$ cat config.mk
export PLATFORM = sky130hd
export DESIGN_NAME = pcd_dispatch
export DESIGN_NICKNAME = d
export VERILOG_FILES = /design/src/rtl/pcd_pkg.sv /design/src/rtl/pcd_route.sv /design/src/rtl/pcd_hold.sv /design/src/rtl/pcd_dispatch.sv
export SDC_FILE = /design/constraint.sdc
export NUM_CORES = 1
export LEC_CHECK = 0
export BUFFER_PORTS_ARGS = -buffer_cell sky130_fd_sc_hd__buf_2
export CAP_MARGIN = 20
export CORE_ASPECT_RATIO = 0.9
export CORE_UTILIZATION = 51
export CTS_CLUSTER_SIZE = 24
export DETAILED_ROUTE_END_ITERATION = 7
export PLACE_DENSITY = 0.85
export SKIP_LAST_GASP = 1
export SYNTH_ARGS = -nofsm -noshare
export SYNTH_HDL_FRONTEND = slang
export SYNTH_SLANG_ARGS = --single-unit
$ cat constraint.sdc
create_clock -name clk_i -period 3.2 [get_ports clk_i]
set_input_delay 0.16 -clock clk_i [delete_from_list [all_inputs] [get_ports clk_i]]
set_output_delay 0.16 -clock clk_i [all_outputs]
set_load 0.005 [all_outputs]
$ cat src/rtl/pcd_pkg.sv
package pcd_pkg;
  localparam int NDST = 5;
  localparam int DW   = 3;

  typedef enum logic [DW-1:0] {
    D_L1   = 3'd0,
    D_UP   = 3'd1,
    D_LL   = 3'd2,
    D_HYP  = 3'd3,
    D_MQ   = 3'd4,
    D_DROP = 3'd5
  } dest_e;

  typedef enum logic [2:0] {
    K_NORM = 3'd0,
    K_S1   = 3'd1,
    K_S2   = 3'd2,
    K_BOTH = 3'd3,
    K_HYP  = 3'd4,
    K_PF   = 3'd5
  } kind_e;

  localparam logic [1:0] LVL_NONE = 2'd0;
  localparam logic [1:0] LVL_1G   = 2'd1;
  localparam logic [1:0] LVL_2M   = 2'd2;
endpackage

$ cat src/rtl/pcd_route.sv
module pcd_route
  import pcd_pkg::*;
(
  input  logic [1:0] hit_lvl_i,
  input  logic       leaf_i,
  input  logic       ecc_err_i,
  input  logic [2:0] kind_i,
  input  logic       src_ll_i,
  input  logic       ptw_free_i,
  input  logic       llptw_free_i,
  output dest_e      dest_o
);
  logic       hit;
  logic [1:0] lvl;
  logic       need_ll;
  logic       walker_free;
  dest_e      walker;

  // ECC error: entry discarded, restart walk from the top
  assign hit  = leaf_i & ~ecc_err_i;
  assign lvl  = (ecc_err_i || hit_lvl_i == 2'd3) ? LVL_NONE : hit_lvl_i;
  assign need_ll     = (lvl == LVL_2M);
  assign walker      = need_ll ? D_LL : D_UP;
  assign walker_free = need_ll ? llptw_free_i : ptw_free_i;

  always_comb begin
    unique case (kind_i)
      K_HYP:   dest_o = hit ? (src_ll_i ? D_LL : D_UP) : D_HYP;
      K_PF:    dest_o = (hit || !walker_free) ? D_DROP : walker;
      K_S2:    dest_o = hit ? D_L1 : (ptw_free_i ? D_UP : D_MQ);
      K_BOTH:  dest_o = hit ? (ptw_free_i ? D_UP : D_MQ)
                            : (walker_free ? walker : D_MQ);
      default: dest_o = hit ? D_L1 : (walker_free ? walker : D_MQ);
    endcase
  end
endmodule

$ cat src/rtl/pcd_hold.sv
module pcd_hold
  import pcd_pkg::*;
#(
  parameter int TAG_W = 8
) (
  input  logic             clk_i,
  input  logic             rst_ni,
  input  logic             in_valid_i,
  output logic             in_ready_o,
  input  dest_e            in_dest_i,
  input  logic [TAG_W-1:0] in_tag_i,
  input  logic [2:0]       in_kind_i,
  output logic [NDST-1:0]  dst_valid_o,
  input  logic [NDST-1:0]  dst_ready_i,
  output logic [TAG_W-1:0] tag_o,
  output logic [2:0]       kind_o
);
  logic             full_q;
  dest_e            dest_q;
  logic [TAG_W-1:0] tag_q;
  logic [2:0]       kind_q;
  logic             drain;
  logic             load;

  for (genvar g = 0; g < NDST; g++) begin : g_dst
    assign dst_valid_o[g] = full_q && (dest_q == DW'(g));
  end

  assign drain      = |(dst_valid_o & dst_ready_i);
  assign in_ready_o = !full_q || drain;
  assign load       = in_valid_i && in_ready_o && (in_dest_i != D_DROP);

  always_ff @(posedge clk_i or negedge rst_ni) begin
    if (!rst_ni) begin
      full_q <= 1'b0;
      dest_q <= D_L1;
      tag_q  <= '0;
      kind_q <= '0;
    end else begin
      if (load) begin
        full_q <= 1'b1;
        dest_q <= in_dest_i;
        tag_q  <= in_tag_i;
        kind_q <= in_kind_i;
      end else if (drain) begin
        full_q <= 1'b0;
      end
    end
  end

  assign tag_o  = tag_q;
  assign kind_o = kind_q;
endmodule

$ cat src/rtl/pcd_dispatch.sv
module pcd_dispatch
  import pcd_pkg::*;
#(
  parameter int TAG_W = 8
) (
  input  logic             clk_i,
  input  logic             rst_ni,
  input  logic             in_valid_i,
  output logic             in_ready_o,
  input  logic [1:0]       hit_lvl_i,
  input  logic             leaf_i,
  input  logic             ecc_err_i,
  input  logic [2:0]       kind_i,
  input  logic             src_ll_i,
  input  logic [TAG_W-1:0] tag_i,
  input  logic             ptw_free_i,
  input  logic             llptw_free_i,
  output logic [4:0]       dst_valid_o,
  input  logic [4:0]       dst_ready_i,
  output logic [TAG_W-1:0] tag_o,
  output logic [2:0]       kind_o,
  output logic             inval_o,
  output logic [TAG_W-1:0] inval_tag_o
);
  dest_e            dest;
  logic             inval_q;
  logic [TAG_W-1:0] inval_tag_q;

  pcd_route u_route (
    .hit_lvl_i    (hit_lvl_i),
    .leaf_i       (leaf_i),
    .ecc_err_i    (ecc_err_i),
    .kind_i       (kind_i),
    .src_ll_i     (src_ll_i),
    .ptw_free_i   (ptw_free_i),
    .llptw_free_i (llptw_free_i),
    .dest_o       (dest)
  );

  pcd_hold #(.TAG_W(TAG_W)) u_hold (
    .clk_i       (clk_i),
    .rst_ni      (rst_ni),
    .in_valid_i  (in_valid_i),
    .in_ready_o  (in_ready_o),
    .in_dest_i   (dest),
    .in_tag_i    (tag_i),
    .in_kind_i   (kind_i),
    .dst_valid_o (dst_valid_o),
    .dst_ready_i (dst_ready_i),
    .tag_o       (tag_o),
    .kind_o      (kind_o)
  );

  always_ff @(posedge clk_i or negedge rst_ni) begin
    if (!rst_ni) begin
      inval_q     <= 1'b0;
      inval_tag_q <= '0;
    end else begin
      inval_q <= in_valid_i && in_ready_o && ecc_err_i;
      if (in_valid_i && in_ready_o && ecc_err_i) inval_tag_q <= tag_i;
    end
  end

  assign inval_o     = inval_q;
  assign inval_tag_o = inval_tag_q;
endmodule

==> metrics, run 1 <==
post-DP HPWL=2.01 mm; sequential share of the synthesized area=46.8%; worst skew pair latency=310 ps; Fill cells=190; r2r setup slk=1210 ps; CTS Buf Count=3; Port Buf Inserts=51; I/O pins=52; post-synthesis cell type count=34; area leader, netlist=dfrtp_1; Rows=16; DR pass1 iterations=4; post_cts resized=0; status=finished, final reports clean; Slew @ Worst Pin=841 ps; RSZ-0062 raised after global routing=no; top post-synthesis cells by area=dfrtp_1 47%, mux2_4 12%, mux2_2 9.7%, nand3b_1 2.3%, o221ai_4 2.0%; DRC viols=0; PD cells=829 nW/um2; Final Power=1300 uW; CORE AREA=2280 um2; Max-Cap Viols=0; Tcrit/Tclk final=62.1%; initial antenna violation count=0; CTS tree=done; CP top delay family=compound AO/OA/AOI/OAI gates; global-route wire length before repair=4.50 mm; fin nets=178; critical path's slowest cell=dfrtp_1; Crit. End Element=flop; max-slew violation count=0; Rel. slew slack=43.8%; Post CTS Setup Buffer Count=0; R2R cell count=5; Worst path max stage delay=450 ps; CP Cell Sequence=mux2i_1 > o21a_1 > o221ai_4 > o211ai_2 > mux2_4; Max FO, Critical Path=12; Setup TNS=0 ps; largest net degree at the start of global routing=25; Clock Path Buffers=2; worst r2r dst=u_hold.kind_o[1]; synthesis warning total=0; number of flops mapped to enable cells by yosys=0; CP arrival=2180 ps; Final ANT Viol Nets=0; Lkg Pwr=0.000788 uW; die area=2720 um2; DRT Wirelength=2.62 mm; synthesized area per cell=12.7 um2; buffers plus inverters on the worst setup path=0; Chip Width=54.9 um; Levels on crit path=5; Worst IR Drop VDD=554 uV; area delta synth->final=22.0%; Clock Pin Slew Worst Setup and Hold Paths=130 ps; vias in the first global route=949; most frequent cell after synthesis=dfrtp_1; DR iter-0 viols=3; CP Data Required Time=3400 ps; #FFs+latches synth=24; wire length per cell=14.8 um; H-tree depth=1; share of layout cells above drive strength 1=52.7%; die height=49.6 um; critical path class=reg2reg; Syn Inst Count=101; prevailing post-synth register cell=dfrtp_1; DR vias/cell=5.41; min Tclk post-route=1990 ps; Placer Congestion=0.947; Fmax achieved=0.503 GHz; HP Class=in2reg; # setup viols final=0; reg2reg start=u_hold.dest_q[2]; Starting Density=56.2%; CTS Sinks=24; via count=958; synth cell count leaders=24 x dfrtp_1, 11 x mux2_2, 10 x mux2_4; Setup crit end=u_hold.kind_o[1]; grt total ovfl=0; clk_skew=9.26 ps; worst hold slack=88.6 ps; Cell Area, Synth=1280 um2; CTS root buffer=clkbuf_4; Worst setup SP type=flop; GR Util All Layers=23.0%; CP startpoint=u_hold.dest_q[2]; Syn Nets=127; Final Hold Violating Endpoints=0; diode count=0; post-synth top area share=46.8%; Async S/R FF share, synth=100%
==> where the power goes <==
part | switching, uW | leakage, uW | internal (uW)
Combinational | 243 | 0.000489 | 362
Clock | 83.6 | 0.0000138 | 43.9
Sequential | 111 | 0.000285 | 453
==> worst min-delay path by stage <==
stage              from              end  slack (ps)  cells past startpoint
2_1_floorplan    rst_ni          inval_o        -140                      0
3_3_place_gp     rst_ni          inval_o         150                      1
3_5_place_dp     rst_ni          inval_o         160                      1
4_1_cts        tag_i[3]  u_hold.tag_o[3]          90                      2
5_1_grt        tag_i[7]  u_hold.tag_o[7]          70                      2
6_report       tag_i[4]  u_hold.tag_o[4]          90                      2
==> cell families after synthesis <==
logic type | Yosys count | synth area share, %
AOI/OAI and AO/OA | 16 | 11.4
muxes | 23 | 22.9
buffers and inverters | 11 | 4.59
and+or+nand+nor | 26 | 13.6
DFF | 24 | 46.8
xor gates and xnor gates | 1 | 0.683
==> sequential cells by signal (all words and copies together) (netlist names) <==
signal         cells
u_hold.kind_o      3
u_hold.dest_q      3
inval_tag_o        8
u_hold.tag_o       8
u_hold.full_q      1
inval_o            1
==> area by class of cell <==
| class | instances | area (um2) | share of cell area, % |
|---|---|---|---|
| Clock buffer | 3 | 22.5 | 1.44 |
| Tap cell | 27 | 33.8 | 2.16 |
| Multi-Input combinational cell | 66 | 623 | 39.8 |
| Sequential cell | 24 | 601 | 38.4 |
| Timing Repair Buffer | 52 | 265 | 17.0 |
| Inverter | 5 | 18.8 | 1.20 |
==> layer usage <==
| layer | track usage (%) | vias to the layer above | share of wire (%) |
|---|---|---|---|
| li1 | - | 467 | - |
| met3 | 4.01 | 2 | 4.7 |
| met4 | 5.98 | 0 | 0.80 |
| met2 | 37.6 | 32 | 53 |
| met1 | 30.8 | 457 | 42 |
| met5 | 0 | - | 0 |
==> cells in the final DEF, fill, tap and decap left out, drive strengths merged <==
master,instances
nand3b,4
buf,51
o21ai,1
o31a,1
a21oi,3
nand2,5
nor2b,2
o221ai,1
nand3,2
o2111ai,1
mux2,21
o22ai,1
xnor2,1
a211oi,1
inv,5
nand2b,2
and3,2
nor3b,3
clkbuf,3
o21a,2
o311a,1
nor4b,1
mux2i,2
and3b,1
dlygate4sd3,1
nor2,2
nor4bb,1
nor3,1
o21bai,1
dfrtp,24
a311oi,2
o211ai,1
==> per-stage QoR <==
stage / instance area, um2 / setup slack, ps / utilization [%] / cells
6_report: 1560 / 1210 / 68.5 / 177
5_1_grt: 1560 / 1040 / 68.5 / 177
4_1_cts: 1560 / 1190 / 68.5 / 177
3_5_place_dp: 1530 / 933 / 67.1 / 173
3_3_place_gp: 1530 / 1010 / 67.1 / 173
2_1_floorplan: 1280 / 1440 / - / 101
==> timing repair <==
item,in CTS,in global routing
endpoints found under the setup margin,0,0
endpoints found under the hold margin,24,0
hold buffers,1,0
Power figures use the tool's default switching activity.
==> run 2: changes to the inputs <==
Settings changed: CORE_UTILIZATION 51 to 47, PLACE_DENSITY 0.85 to 0.79.
Clock period 3.2 ns to 2 ns, I/O delays scaled along.
==> run 2 against run 1 <==
  * The run now ends with DRC left
  * Critical path depth rose by 1
  * Combinational power rose by 65%
  * Flip-flop and latch count did not move
  * Utilization fell by 3.8 points
  * Final cell count rose by 3.4%
  * Routed wire length fell by 3.1%
  * First-iteration DRC count rose to 10 times the previous value
==> metrics, run 2 (same netlist as run 1, synthesis figures left out) <==
via count=973 (+1.6%); Starting Density=51.1% (-5.1 points); Port Buf Inserts=51 (unchanged); CTS root buffer=clkbuf_4; I/O pins=52 (unchanged); Clock Pin Slew Worst Setup and Hold Paths=130 ps (about the same); grt total ovfl=0 (unchanged); status=finished, violations left; Rel. slew slack=65.5% (+22 points); min Tclk post-route=1790 ps (-199 ps); PD cells=1380 nW/um2 (+66%); Rows=17 (+1); die area=2940 um2 (+8.2%); initial antenna violation count=0 (unchanged); most common cell after layout, fill and taps aside=buf_2; clk_skew=1.39 ps (-7.87 ps); DR pass1 iterations=6 (+2); CTS Sinks=24 (unchanged); hold depth=2 (unchanged); Chip Width=57.1 um (+4.0%); Fmax achieved=0.559 GHz (+11%); Max-Cap Viols=0 (unchanged); RSZ-0062 raised after global routing=no; CTS Buf Count=3 (unchanged); CP Data Required Time=2210 ps (-1190 ps); Final Hold Violating Endpoints=0 (unchanged); DRT Wirelength=2.53 mm (-3.1%); DR iter-0 viols=31 (+28); H-tree depth=1 (unchanged); Final ANT Viol Nets=0 (unchanged); commonest cells after routing, fill and taps aside=51 x buf_2, 24 x dfrtp_1, 11 x mux2_2; wire length per cell=13.8 um (-6.3%); share of layout cells above drive strength 1=54.2% (+1.5 points); Placer Congestion=0.894 (-5.7%); # setup viols final=0 (unchanged); largest net degree at the start of global routing=25 (unchanged); diode count=0 (unchanged); critical path class=reg2reg; Worst IR Drop VDD=717 uV (+29%); DR vias/cell=5.32 (-1.8%); Setup TNS=0 ps (unchanged); vias in the first global route=998 (+5.2%); Clock Path Buffers=2 (unchanged); Tcrit/Tclk final=89.5% (+27 points); post-DP HPWL=1.98 mm (-1.3%); Slew @ Worst Pin=517 ps (-324 ps); worst skew pair latency=310 ps (about the same); HP Class=in2reg; failing checks=DRC; global-route wire length before repair=4.33 mm (-3.7%); Fill cells=198 (+4.2%); area delta synth->final=26.7%; fin nets=182 (+2.2%); GR Util All Layers=19.4% (-3.6 points); max-slew violation count=0 (unchanged); placed cell area=1560 um2 (+2.0%); DRC viols=6 (+6); CTS tree=done; die height=51.6 um (+4.0%); Post-Layout Inst Area=1630 um2 (+3.9%); CORE AREA=2510 um2 (+10%); R2R cell count=6 (+1); Max FO, Critical Path=6 (-6); Lkg Pwr=0.000821 uW (+4.1%); Worst setup SP type=flop; CP arrival=2000 ps (-180 ps); r2r setup slk=210 ps (-1000 ps); Crit. End Element=flop
==> run 2: changes by cell type in the layout (fill, tap and decap cells not counted) <==
cell / before / now
buf_4: 0 / 4
bufinv_16: 0 / 1
==> run 2: area by class of cell <==
class	instances	area (um2)	area share (%)
clock inverter	1	30.0	1.85
multi-input combinational	66	623	38.3
timing repair buffer	56	295	18.2
sequential	24	601	37.0
clock buffer	3	22.5	1.39
tap	28	35.0	2.16
inverter	5	18.8	1.15
==> run 2: path summary, 6_finish.rpt <==
check / start / end
worst max-delay path: u_hold.dest_q[2] / u_hold.kind_o[0]
worst min-delay path: tag_i[4] / u_hold.tag_o[4]
max in group asynchronous: rst_ni / u_hold.kind_o[2]
worst min register to register: inval_tag_o[0] / inval_tag_o[0]
min in group asynchronous: rst_ni / inval_tag_o[1]
worst max register to register: u_hold.dest_q[2] / u_hold.kind_o[0]
==> run 2: stage by stage <==
stage	hold WS (ps)	cells	utilization, %	total power, uW	worst slack (ps)
after floorplan	-196	101	-	1510	237
after global placement	89.9	178	62.3	1870	225
after detailed placement	109	178	62.3	1910	177
after CTS	11.0	183	64.8	2270	194
after global routing	5.58	183	64.8	2410	130
final	19.7	183	64.8	2240	210
==> run 2: timing repair <==
action,CTS,global route
hold buffers,1,0
buffers inserted,0,0
endpoints found under the hold margin,24,0
gates resized for setup,0,0
==> run 2: worst max-delay path, stage by stage (launching register included) <==
cell and delay, ps:
dfrtp_1 450, mux2i_1 140, o21a_1 200, o221ai_4 250, o211ai_2 150, buf_4 200, mux2_4 300
==> run 2: report_power, final <==
group,leakage (uW),switching [uW],internal [uW]
clock,0.0000279,148,203
sequential,0.000285,164,725
combinational,0.000508,394,608
==> run 2: per-layer routing <==
layer | global-route usage [%] | vias to the layer above | routed length, um
li1 | - | 475 | -
met1 | 24.7 | 465 | 1160
met2 | 34.3 | 29 | 1230
met3 | 2.24 | 4 | 115
met4 | 7.32 | 0 | 25
met5 | 0 | - | 0
==> run 3: changes to the inputs <==
Settings changed: CTS_BUF_LIST set to sky130_fd_sc_hd__clkbuf_8 sky130_fd_sc_hd__clkbuf_16, SETUP_SLACK_MARGIN set to 0.2.
==> run 3 against run 2 <==
  * The flow still finishes with violations (DRC)
  * Fmax up 3.4%
  * Largest cell class unchanged
  * Design area up 1.7%
  * Clock skew about the same
  * Critical path depth unchanged
==> metrics, run 3 (same netlist as run 1, synthesis figures left out) <==
RSZ-0062 raised after global routing=yes; die area=2940 um2 (unchanged); status=finished, violations left; R2R cell count=6 (unchanged); Chip Width=57.1 um (unchanged); grt total ovfl=0 (unchanged); Worst setup SP type=flop; CTS root buffer=clkbuf_8; reg2reg start=u_hold.dest_q[2]; PD cells=1420 nW/um2 (+2.7%); DR iter-0 viols=33 (+6.5%); vias in the first global route=990 (-0.80%); DR vias/cell=5.27 (-0.85%); critical path's slowest cell=dfrtp_1; share of layout cells above drive strength 1=55.1% (+0.93 points); Rows=17 (unchanged); Final Power=2340 uW (+4.4%); Rel. slew slack=65.4% (-0.15 points); Placer Congestion=0.894 (unchanged); r2r setup slk=270 ps (+60 ps); CP arrival=1880 ps (-120 ps); Hold Crit Endpoint=u_hold.tag_o[4]; Sw Share=30.6% (-0.86 points); Starting Density=51.1% (unchanged); HP Start=tag_i[4]; Crit. End Element=flop; CP Cell Sequence=mux2i_1 > o21a_1 > o221ai_4 > o211ai_2 > buf_4 > mux2_4; Clock Path Buffers=2 (unchanged); GR Util All Layers=19.6% (+0.24 points); H-tree depth=1 (unchanged); Fmax achieved=0.578 GHz (+3.4%); # setup viols final=0 (unchanged); Clk network pwr share=17.9% (+2.2 points); critical path class=reg2reg; clk_skew=0.942 ps (-0.448 ps); largest net degree at the start of global routing=25 (unchanged); post-DP HPWL=1.98 mm (unchanged); CTS Buf Count=3 (unchanged); commonest cells after routing, fill and taps aside=51 x buf_2, 23 x dfrtp_1, 11 x mux2_2; I/O pins=52 (unchanged); DRT Wirelength=2.59 mm (+2.2%); Clock Pin Slew Worst Setup and Hold Paths=80 ps (-50 ps); switching power=717 uW (+1.6%); Setup TNS=0 ps (unchanged); HP Class=in2reg; Max-Cap Viols=0 (unchanged); worst r2r dst=u_hold.kind_o[0]; worst skew pair latency=260 ps (-50 ps); via count=970 (-0.31%); sequential share of power=38.2% (-1.4 points); Lkg Pwr=0.000832 uW (+1.4%); CTS Sinks=24 (unchanged); Final ANT Viol Nets=0 (unchanged); P_int=1620 uW (+5.7%); Port Buf Inserts=51 (unchanged); Tcrit/Tclk final=86.5% (-2.9 points); min Tclk post-route=1730 ps (-58.9 ps); fin nets=183 (+0.55%); max-slew violation count=0 (unchanged); global-route wire length before repair=4.37 mm (+0.78%); die height=51.6 um (unchanged); area delta synth->final=28.9%; Worst path max stage delay=440 ps (about the same); diode count=0 (unchanged); wire length per cell=14.1 um (+1.7%); most common cell after layout, fill and taps aside=buf_2; Max FO, Critical Path=6 (unchanged); CP startpoint=u_hold.dest_q[2]; initial antenna violation count=0 (unchanged); failing checks=DRC; Final Hold Violating Endpoints=0 (unchanged); CP Data Required Time=2150 ps (-60 ps); Gate power share=43.9% (-0.8 points); CTS tree=done; Slew @ Worst Pin=520 ps (+2.19 ps); DR pass1 iterations=6 (unchanged); CORE AREA=2510 um2 (unchanged); hold depth=2 (unchanged); DRC viols=6 (unchanged); Worst IR Drop VDD=727 uV (+1.3%)
run 3: cell count changes in the layout (fill, tap and decap cells not counted), sizes merged:
| cell | previous run | this run |
|---|---|---|
| buf | 55 | 56 |
run 3: per-layer routing:
| layer | routed length, um | global-route usage, % | vias to the layer above | part of all wire [%] |
|---|---|---|---|---|
| li1 | - | - | 473 | - |
| met1 | 1180 | 25.6 | 468 | 46 |
| met2 | 1290 | 34.1 | 27 | 50 |
| met3 | 106 | 2.24 | 2 | 4.1 |
| met4 | 14 | 7.32 | 0 | 0.54 |
| met5 | 0 | 0 | - | 0 |
run 3: repair_timing:
action                                 in CTS  in global routing
resized for setup                           0                  1
cloned                                      0                  0
endpoints found under the hold margin      24                  0
setup endpoints to repair                   1                 11
hold buffers                                1                  0
pin swaps                                   1                  0
buffers inserted                            0                  1
run 3: cell type report:
| cell class | count | area [um2] |
|---|---|---|
| sequential | 24 | 602 |
| clock buffer | 3 | 41.3 |
| fill | 195 | 857 |
| multi-input combinational | 66 | 623 |
| inverter | 5 | 18.8 |
| tap | 28 | 35.0 |
| timing repair buffer | 57 | 303 |
| clock inverter | 1 | 30.0 |
run 3: critical path: cells and delay by family, from the launching register on:
family / cells / cell delay [ps]
mux: 2 / 440
compound gates: 3 / 550
buf+inv: 1 / 200
flops: 1 / 440
run 3: power by group through the flow:
stage	Sequential, uW	Clock (uW)	Combinational [uW]
2_1_floorplan	892	0	619
3_3_place_gp	888	0	987
3_5_place_dp	898	0	1010
4_1_cts	896	430	1020
5_1_grt	933	443	1130
6_report	895	418	1030
run 3: stage by stage:
step                area [um2]  util, %  setup slack, ps  std cells  hold slack, ps
floorplan                 1280        -              237        101            -196
global placement          1560     62.3              225        178            89.9
detailed placement        1560     62.3              177        178             109
CTS                       1640     65.5              231        183            72.2
global route              1650     65.9              185        184            73.5
finish                    1650     65.9              269        184            78.6
run 3: worst max-delay path by stage:
stage                                  end  slack [ps]
after detailed placement  u_hold.kind_o[2]         180
after floorplan             inval_tag_o[0]         240
final                     u_hold.kind_o[0]         270
after CTS                 u_hold.kind_o[0]         230
after global placement    u_hold.kind_o[2]         230
after global routing      u_hold.kind_o[0]         180
